## config.mk

```make
export PLATFORM = sky130hd
export DESIGN_NAME = burst_addr_seq
export DESIGN_NICKNAME = d
export VERILOG_FILES = /design/src/rtl/bseq_pkg.sv /design/src/rtl/bseq_counter.sv /design/src/rtl/bseq_capture.sv /design/src/rtl/burst_addr_seq.sv
export SDC_FILE = /design/constraint.sdc
export NUM_CORES = 1
export LEC_CHECK = 0
export ABC_AREA = 1
export BUFFER_PORTS_ARGS = -buffer_cell sky130_fd_sc_hd__clkbuf_2
export CAP_MARGIN = 30
export CORE_MARGIN = 2
export CORE_UTILIZATION = 45
export DETAILED_ROUTE_END_ITERATION = 12
export PLACE_DENSITY = 0.75
export SLEW_MARGIN = 20
export SYNTH_ARGS = -nofsm -noshare
export SYNTH_HDL_FRONTEND = slang
export SYNTH_SLANG_ARGS = --single-unit
```

## constraint.sdc

```tcl
create_clock -name clk -period 1.2 [get_ports clk]
set_input_delay 0.18 -clock clk [delete_from_list [all_inputs] [get_ports clk]]
set_output_delay 0.18 -clock clk [all_outputs]
set_load 0.1 [all_outputs]
```

## src/rtl/bseq_pkg.sv

```systemverilog
package bseq_pkg;
  localparam int OFS_W = 2;

  typedef enum logic {
    ORD_LINEAR     = 1'b0,
    ORD_INTERLEAVE = 1'b1
  } order_e;

  function automatic logic [OFS_W-1:0] beat_ofs(
    input logic [OFS_W-1:0] base,
    input logic [OFS_W-1:0] k,
    input order_e           ord
  );
    logic [OFS_W-1:0] sum;
    sum = base + k;
    return (ord == ORD_INTERLEAVE) ? (base ^ k) : sum;
  endfunction
endpackage

```

## src/rtl/bseq_counter.sv

```systemverilog
module bseq_counter
  import bseq_pkg::*;
(
  input  logic             clk,
  input  logic             rst_n,
  input  logic             load,
  input  logic             step,
  output logic [OFS_W-1:0] count,
  output logic             active
);
  always_ff @(posedge clk or negedge rst_n) begin
    if (!rst_n) begin
      count  <= '0;
      active <= 1'b0;
    end else if (load) begin
      count  <= '0;
      active <= 1'b0;
    end else if (step) begin
      count  <= count + 1'b1;
      active <= 1'b1;
    end
  end


  count_wrap_chk: assert property (@(posedge clk) disable iff (!rst_n)
    (step && !load) |=> (count == OFS_W'($past(count) + 1'b1)));


  load_clear_chk: assert property (@(posedge clk) disable iff (!rst_n)
    load |=> (!active && count == '0));
endmodule

```

## src/rtl/bseq_capture.sv

```systemverilog
module bseq_capture
  import bseq_pkg::*;
#(
  parameter int ADDR_W = 18,
  parameter int BE_W   = 4,
  localparam int UP_W  = ADDR_W - OFS_W
) (
  input  logic             clk,
  input  logic             rst_n,
  input  logic             load,
  input  logic             chip_sel,
  input  logic             wr_req,
  input  logic             order_in,
  input  logic [ADDR_W-1:0] ext_addr,
  input  logic [BE_W-1:0]  byte_en,
  output logic             cmd_valid,
  output logic             cmd_write,
  output order_e           order_q,
  output logic [UP_W-1:0]  upper_q,
  output logic [OFS_W-1:0] base_q,
  output logic [BE_W-1:0]  beat_be
);
  logic accept;
  assign accept = load && chip_sel;

  always_ff @(posedge clk or negedge rst_n) begin
    if (!rst_n) begin
      cmd_valid <= 1'b0;
      cmd_write <= 1'b0;
    end else if (load) begin
      cmd_valid <= chip_sel;
      cmd_write <= chip_sel && wr_req;
    end
  end

  always_ff @(posedge clk or negedge rst_n) begin
    if (!rst_n) begin
      order_q <= ORD_LINEAR;
      upper_q <= '0;
      base_q  <= '0;
    end else if (accept) begin
      order_q <= order_e'(order_in);
      upper_q <= ext_addr[ADDR_W-1:OFS_W];
      base_q  <= ext_addr[OFS_W-1:0];
    end
  end

  always_ff @(posedge clk or negedge rst_n) begin
    if (!rst_n) beat_be <= '0;
    else        beat_be <= byte_en;
  end


  cmd_keep_chk: assert property (@(posedge clk) disable iff (!rst_n)
    !load |=> ($stable(cmd_valid) && $stable(cmd_write)));


  order_keep_chk: assert property (@(posedge clk) disable iff (!rst_n)
    !accept |=> $stable(order_q));


  be_track_chk: assert property (@(posedge clk) disable iff (!rst_n)
    1'b1 |=> (beat_be == $past(byte_en)));
endmodule

```

## src/rtl/burst_addr_seq.sv

```systemverilog
module burst_addr_seq
  import bseq_pkg::*;
#(
  parameter int ADDR_W = 18,
  parameter int BE_W   = 4,
  localparam int UP_W  = ADDR_W - OFS_W
) (
  input  logic              clk,
  input  logic              rst_n,
  input  logic              seq_adv,
  input  logic              chip_sel,
  input  logic              wr_req,
  input  logic              order_sel,
  input  logic [ADDR_W-1:0] ext_addr,
  input  logic [BE_W-1:0]   byte_en,
  output logic [ADDR_W-1:0] cur_addr,
  output logic              cmd_valid,
  output logic              cmd_write,
  output logic              burst_active,
  output logic [BE_W-1:0]   beat_be
);
  logic             load, step;
  logic [OFS_W-1:0] count, base_q, ofs;
  logic [UP_W-1:0]  upper_q;
  order_e           order_q;

  assign load = !seq_adv;
  assign step = seq_adv && cmd_valid;

  bseq_capture #(.ADDR_W(ADDR_W), .BE_W(BE_W)) u_cap (
    .clk(clk), .rst_n(rst_n), .load(load), .chip_sel(chip_sel),
    .wr_req(wr_req), .order_in(order_sel), .ext_addr(ext_addr),
    .byte_en(byte_en), .cmd_valid(cmd_valid), .cmd_write(cmd_write),
    .order_q(order_q), .upper_q(upper_q), .base_q(base_q), .beat_be(beat_be)
  );

  bseq_counter u_cnt (
    .clk(clk), .rst_n(rst_n), .load(load), .step(step),
    .count(count), .active(burst_active)
  );

  assign ofs      = beat_ofs(base_q, count, order_q);
  assign cur_addr = {upper_q, ofs};


  upper_hold_chk: assert property (@(posedge clk) disable iff (!rst_n)
    seq_adv |=> (cur_addr[ADDR_W-1:OFS_W] == $past(cur_addr[ADDR_W-1:OFS_W])));


  idle_step_chk: assert property (@(posedge clk) disable iff (!rst_n)
    (seq_adv && !cmd_valid) |=> (!cmd_valid && !burst_active && $stable(cur_addr)));


  load_addr_chk: assert property (@(posedge clk) disable iff (!rst_n)
    (!seq_adv && chip_sel) |=> (cmd_valid && cur_addr == $past(ext_addr)));
endmodule

```

==> results of run 1 <==
timing repair:
action | in CTS | in global routing
hold buffers | 5 | 0
endpoints found under the setup margin | 2 | 2
hold endpoints to repair | 32 | 0
buffers inserted | 2 | 1
pin swaps | 3 | 3
gates resized for setup | 3 | 3
cell type report:
cell class | count | area [sq um] | share of cell area, %
multi-input cells | 79 | 378 | 19.8
well taps | 30 | 37.5 | 1.96
inverters | 7 | 30.0 | 1.57
flip-flops and latches | 28 | 702 | 36.7
repair buffers | 64 | 738 | 38.6
clock buffers | 4 | 26.3 | 1.37
how the worst min path moves through the flow:
stage                       startpoint                end  slack (ns)  cells after the start
after CTS                 ext_addr[15]  u_cap.upper_q[13]        0.05                      3
after detailed placement         rst_n  u_cap.upper_q[14]        0.19                      2
after floorplan                  rst_n    u_cap.base_q[0]       -0.12                      0
final                     ext_addr[15]  u_cap.upper_q[13]        0.05                      3
after global placement           rst_n  u_cap.upper_q[14]        0.19                      2
after global routing       ext_addr[3]   u_cap.upper_q[1]        0.05                      3
cells by family (layout without fill, tap and decap cells):
family                     count (synthesis)  in the layout  share of synthesized area [%]
buffers and inverters                     12             75                           6.14
and+or+nand+nor                           74             74                           27.7
AOI/OAI and AO/OA                          4              4                           2.46
DFF                                       28             28                           62.6
adders and majority gates                  1              1                           1.12
per-layer routing:
metal	vias up	wire length, um	share of wire [%]
li1	498	-	-
met1	515	1120	36
met2	42	1690	55
met3	12	167	5.4
met4	0	96	3.1
met5	-	0	0
metrics by stage:
stage | setup WS (ns) | power [mW] | std cells | instance area (sq um)
floorplan | -0.167 | 2.00 | 119 | 1130
global placement | -0.0161 | 2.56 | 200 | 1790
detailed placement | -0.100 | 2.59 | 200 | 1790
CTS | -0.448 | 3.01 | 211 | 1890
global route | -0.520 | 3.13 | 212 | 1910
finish | -0.478 | 3.03 | 212 | 1910
worst max-delay path, cell delays in order (launching register included):
cell and delay (ns):
dfrtp_1 0.45, ha_4 0.18, nand2_1 0.09, nand3_2 0.07
nand2_2 0.10, clkinvlp_4 0.10, buf_12 0.17
cell usage after synthesis:
cell     number
a21oi_2       2
dfrtp_1      28
ha_1          1
buf_2         1
nand2_1      47
nand2_4       1
buf_4         2
inv_1         6
buf_6         2
nand3_1      20
o21ai_0       2
nor2_1        6
inv_2         1
sequential cells by signal (all words and copies together) (netlist names):
register,flops
u_cap.beat_be,4
u_cnt.count,2
u_cap.base_q,2
u_cap.cmd_valid,1
u_cap.upper_q,16
u_cap.order_q,1
u_cap.cmd_write,1
u_cnt.active,1
power breakdown:
| part | internal [mW] | switching [mW] |
|---|---|---|
| Clock | 0.131 | 0.277 |
| Sequential | 1.05 | 0.116 |
| Combinational | 0.512 | 0.948 |
==> results.md, run 1 <==
* Worst setup EP type: output pin
* Pwr dens at 1580 mW/mm^2
* FF-to-FF End: u_cnt.count[1]
* Root buf cell: clkbuf_4
* DRC viols at 0
* DPL Wire Length at about 2.2 mm
* H-Tree Depth at 1
* Cell Area, Synth at ~0.0011 sq mm
* Critical path peak fanout at 2
* CTS tree: yes
* Routed vias/inst at between 5 and 6
* IO Pins at 53
* Leak at 1.00 nW
* Max Fclk at 596 MHz
* Final critical-path setup slack at -0.478 ns
* Routed vias at between 1k and 1.5k
* Area grow syn2layout at 70.7%
* Number of nets with antenna violations after routing at 0
* Largest net degree at the start of global routing at 29
* Reported max-cap violation count at 0
* TritonCTS Buffers at 3
* Launching point of the worst reg2reg path: u_cnt.count[0]
* Crit path time final at 1.68 ns
* Starting Density at a little under half
* Slew margin rel. at just under 80%
* Initial antenna violation count at 0
* Final worst path period share at 140%
* Post-synthesis sequential area ratio at a little over three fifths
* Number of nets in the layout at ~210
* Synth warnings at 0
* Met1 usage at between 20 and 30%
* Crit Path Category: reg -> out
* RSZ-0062 raised after global routing: true
* Yosys cell types at 13
* Sink count of the clock tree at 28
* WL final at 3.08 mm
* Reg2reg path depth at 6
* Die width at roughly 54 um
* Clock Skew at between 0.002 and 0.003 ns
* Critical Path Source: u_cnt.count[0]
* Final setup viols at 2
* Global route hottest layer: met2
* Synth Area per Inst at 9.41 sq um
* Arrival time at the worst endpoint at 1.50 ns
* Site Rows at 18
* Status: finished with violations
* CP required at ~1.0 ns
* Final core utilization at roughly 79%
* Worst-case clock buffer depth at 2
* Worst IR drop on VDD at around 0.0013 V
* First-pass DRT Iterations at 6
* Fillers at ~150
* Gate Count Post-Synth at 119
* Layout cell share with drive strength beyond 1 at 40.7%
* # diodes at 0
* Hold Crit Class: in -> reg
* Worst-path clk slew at 0.15 ns
* Sum Neg Setup Slack at -0.707 ns
* Most common cell after layout, fill and taps aside: nand2_1
* Failing checks: setup timing
* Fin. max-slew vios at 0
* Most frequent cells in the layout: 46 x nand2_1, 27 x clkbuf_2, 27 x dfrtp_1
* Global-route wire length before repair at between 4 and 5 mm
* GRT Total Usage at between 20% and 30%
* Reg2reg setup slack at approximately 0.13 ns
* Worst skew pair latency at between 0.3 and 0.4 ns
* Overflow after GRT at 0
* Die footprint at approximately 0.0029 sq mm
* Syn Nets at 148
* Met2 GRT Util at ~45%
* Vert. Die Dim at roughly 54 um
* Top post-synthesis cells by area: dfrtp_1 63%, nand2_1 16%, nand3_1 8.9%, buf_6 2.0%, inv_1 2.0%
* Wire per inst at 14.5 um
* Critical path startpoint category: flip-flop
* Register bit total from synthesis at 28
* M3 GR Usage at 5.00%
* Vias in the first global route at between 1k and 1.5k
* Core area at 0.00241 sq mm
* Leading area contributor after synthesis: dfrtp_1
* Fin Hold WS at slightly above 0.05 ns
* Pin slew with the least headroom to its limit at ~0.34 ns
* RD Place Congestion at between 0.6 and 0.7
* Port bufs at 52
* Share of the synthesized area in the top cell type at 62.6%
* Worst Setup EP: cur_addr[1]
* Final-report hold violation count at 0
* DRT iter0 DRCs at 28
No activity file was read; power rests on OpenSTA's default activity.
==> run 2, diff against run 1 <==
CAP_MARGIN = 0   (was 30)
CORE_UTILIZATION = 47   (was 45)
CTS_BUF_LIST = sky130_fd_sc_hd__clkbuf_2 sky130_fd_sc_hd__clkbuf_4 sky130_fd_sc_hd__clkbuf_8   (was unset)
PLACE_DENSITY = 0.78   (was 0.75)
==> results.md, run 2 (synthesis gave the netlist of run 1 again) <==
* Reg2reg setup slack at 0.07 ns (-0.06 ns)
* Biggest register: u_cap.upper_q
* Number of nets in the layout at 212 (unchanged)
* Status: finished with violations
* Area grow syn2layout at 73.3%
* Critical path peak fanout at 2 (unchanged)
* Reg2reg path depth at 6 (unchanged)
* Fillers at 109 (-25%)
* Largest net degree at the start of global routing at 29 (unchanged)
* Critical path startpoint category: flip-flop
* Multi-input gate area at 383 sq um (+1.3%)
* Sink count of the clock tree at 28 (unchanged)
* Pin slew with the least headroom to its limit at 0.349 ns (+0.00798 ns)
* Vias in the first global route at 1149 (+6.7%)
* Hold Crit Class: in -> reg
* Slew margin rel. at 76.7% (-0.53 points)
* Failing checks: setup timing
* IO Pins at 53 (unchanged)
* Starting Density at 50.1% (+3.7 points)
* Crit Path Category: reg -> out
* CTS tree: yes
* GRT Total Usage at 29.2% (+4.3 points)
* Routed vias/inst at 5.20 (+3.2%)
* Post-DP Area at 0.00179 sq mm (-0.14%)
* Worst IR drop on VDD at 0.00141 V (+12%)
* Crit path time final at 1.70 ns (+0.0189 ns)
* Final Instance Area at 0.00194 sq mm (+1.5%)
* Max incr delay on CP at 0.43 ns (-0.02 ns)
* Leak at 1.01 nW (+1.3%)
* Core area at 0.00223 sq mm (-7.3%)
* Fin. max-slew vios at 0 (unchanged)
* Min-Delay Path Depth at 3 (unchanged)
* Final core utilization at 86.9% (+7.6 points)
* Layout cell share with drive strength beyond 1 at 41.2% (+0.55 points)
* Pwr dens at 1690 mW/mm^2 (+6.8%)
* Most common cell after layout, fill and taps aside: nand2_1
* Total Power at 3.28 mW (+8.4%)
* Clock Skew at 0.0110 ns (+0.00829 ns)
* Reported max-cap violation count at 0 (unchanged)
* Launching point of the worst reg2reg path: u_cnt.count[0]
* Die width at 52.8 um (-2.0%)
* RSZ-0062 raised after global routing: true
* Final setup viols at 2 (unchanged)
* Overflow after GRT at 0 (unchanged)
* RD Place Congestion at 0.628 (-8.9%)
* Routed vias at 1091 (+2.2%)
* Final worst path period share at 141% (+1.6 points)
* FF-to-FF End: u_cnt.count[1]
* DPL Wire Length at 2.15 mm (-2.5%)
* Die footprint at 0.00279 sq mm (-3.9%)
* First-pass DRT Iterations at 4 (-2)
* TritonCTS Buffers at 3 (unchanged)
* Initial antenna violation count at 0 (unchanged)
* Global-route wire length before repair at 5.60 mm (+13%)
* CP required at 1.02 ns (about the same)
* Site Rows at 17 (-1)
* Max reg flops at 16 (unchanged)
* Max Fclk at 589 MHz (-1.1%)
* Worst-path clk slew at 0.16 ns (about the same)
* Pre-CTS WS at -0.134 ns (-0.0340 ns)
* Final-report hold violation count at 0 (unchanged)
* Slowest CP cell: dfrtp_1
* Critical Path Source: u_cap.base_q[0]
* Cell Count, Final, Fillers Out at 210 (-0.94%)
* Arrival time at the worst endpoint at 1.52 ns (+0.02 ns)
* # diodes at 0 (unchanged)
* Root buf cell: clkbuf_4
* Final critical-path setup slack at -0.497 ns (-0.0189 ns)
* Worst Setup EP: cur_addr[1]
* DRC viols at 0 (unchanged)
* CP cell instances: ha_4 -> inv_2 -> nor2_4 -> nand3_2 -> nand2_2 -> clkinvlp_4 -> buf_12
* Worst-case clock buffer depth at 2 (unchanged)
* Most frequent cells in the layout: 46 x nand2_1, 27 x clkbuf_2, 27 x dfrtp_1
* Worst skew pair latency at 0.35 ns (about the same)
* H-Tree Depth at 1 (unchanged)
* Worst setup EP type: output pin
* Port bufs at 52 (unchanged)
* DP Cell Count at 198 (-1.0%)
* Wire per inst at 16.9 um (+16%)
* Largest registers: u_cap.upper_q (16), u_cap.beat_be (4)
* Sequential Area at 702 sq um (unchanged)
* DRT iter0 DRCs at 15 (-46%)
* WL final at 3.54 mm (+15%)
* Number of nets with antenna violations after routing at 0 (unchanged)
* Vert. Die Dim at 52.8 um (-2.0%)
[run 2: changes by cell type in the layout (fill, tap and decap cells not counted)]
cell,before,now
nor2_4,0,1
clkbuf_1,1,0
bufinv_16,0,1
nor2_2,1,0
[run 2: metrics by stage]
step	hold WS, ns	TNS [ns]
after CTS	0.0438	-0.714
after floorplan	-0.116	-0.167
after global placement	0.189	-0.0135
after detailed placement	0.199	-0.134
final	0.0280	-0.731
after global routing	0.0241	-0.875
[run 2: cell type report]
type                    instances  share of cell area [%]
clock buffers                   3                    1.16
clock inverters                 1                    1.55
inverters                       7                    1.55
multi-input cells              79                    19.7
flip-flops and latches         28                    36.2
well taps                      28                    1.81
repair buffers                 64                    38.0
[run 2: worst max-delay path: cells and delay by family, from the launching register on]
kind	cells	cell delay (ns)
buf+inv	3	0.31
flops	1	0.43
simple gates	3	0.29
fa+ha+maj	1	0.16
[run 2: how the worst min path moves through the flow]
stage / endpoint / startpoint
after detailed placement: u_cap.upper_q[6] / rst_n
final: u_cap.upper_q[6] / ext_addr[8]
after floorplan: u_cap.base_q[0] / rst_n
after global routing: u_cap.upper_q[12] / ext_addr[14]
after global placement: u_cap.upper_q[12] / rst_n
after CTS: u_cap.cmd_write / wr_req
[run 2: what timing repair did]
action	CTS	global route
gates resized for setup	3	4
hold buffers	5	0
setup buffers	1	2
setup endpoints to repair	2	9
endpoints found under the hold margin	32	0
pin swaps	0	4
gates cloned	0	0
[run 2: report_power, final]
group          internal (mW)  total (mW)  switching, mW
registers               1.05        1.16          0.116
logic                  0.511        1.48          0.968
clock network          0.339       0.642          0.303
total                   1.90        3.28           1.39
[run 2: metal layers]
layer	track usage [%]	part of all wire, %	vias up
li1	-	-	501
met1	34.2	35	536
met2	49.2	57	41
met3	4.86	3.8	13
met4	18.8	4.2	0
met5	0	0	-
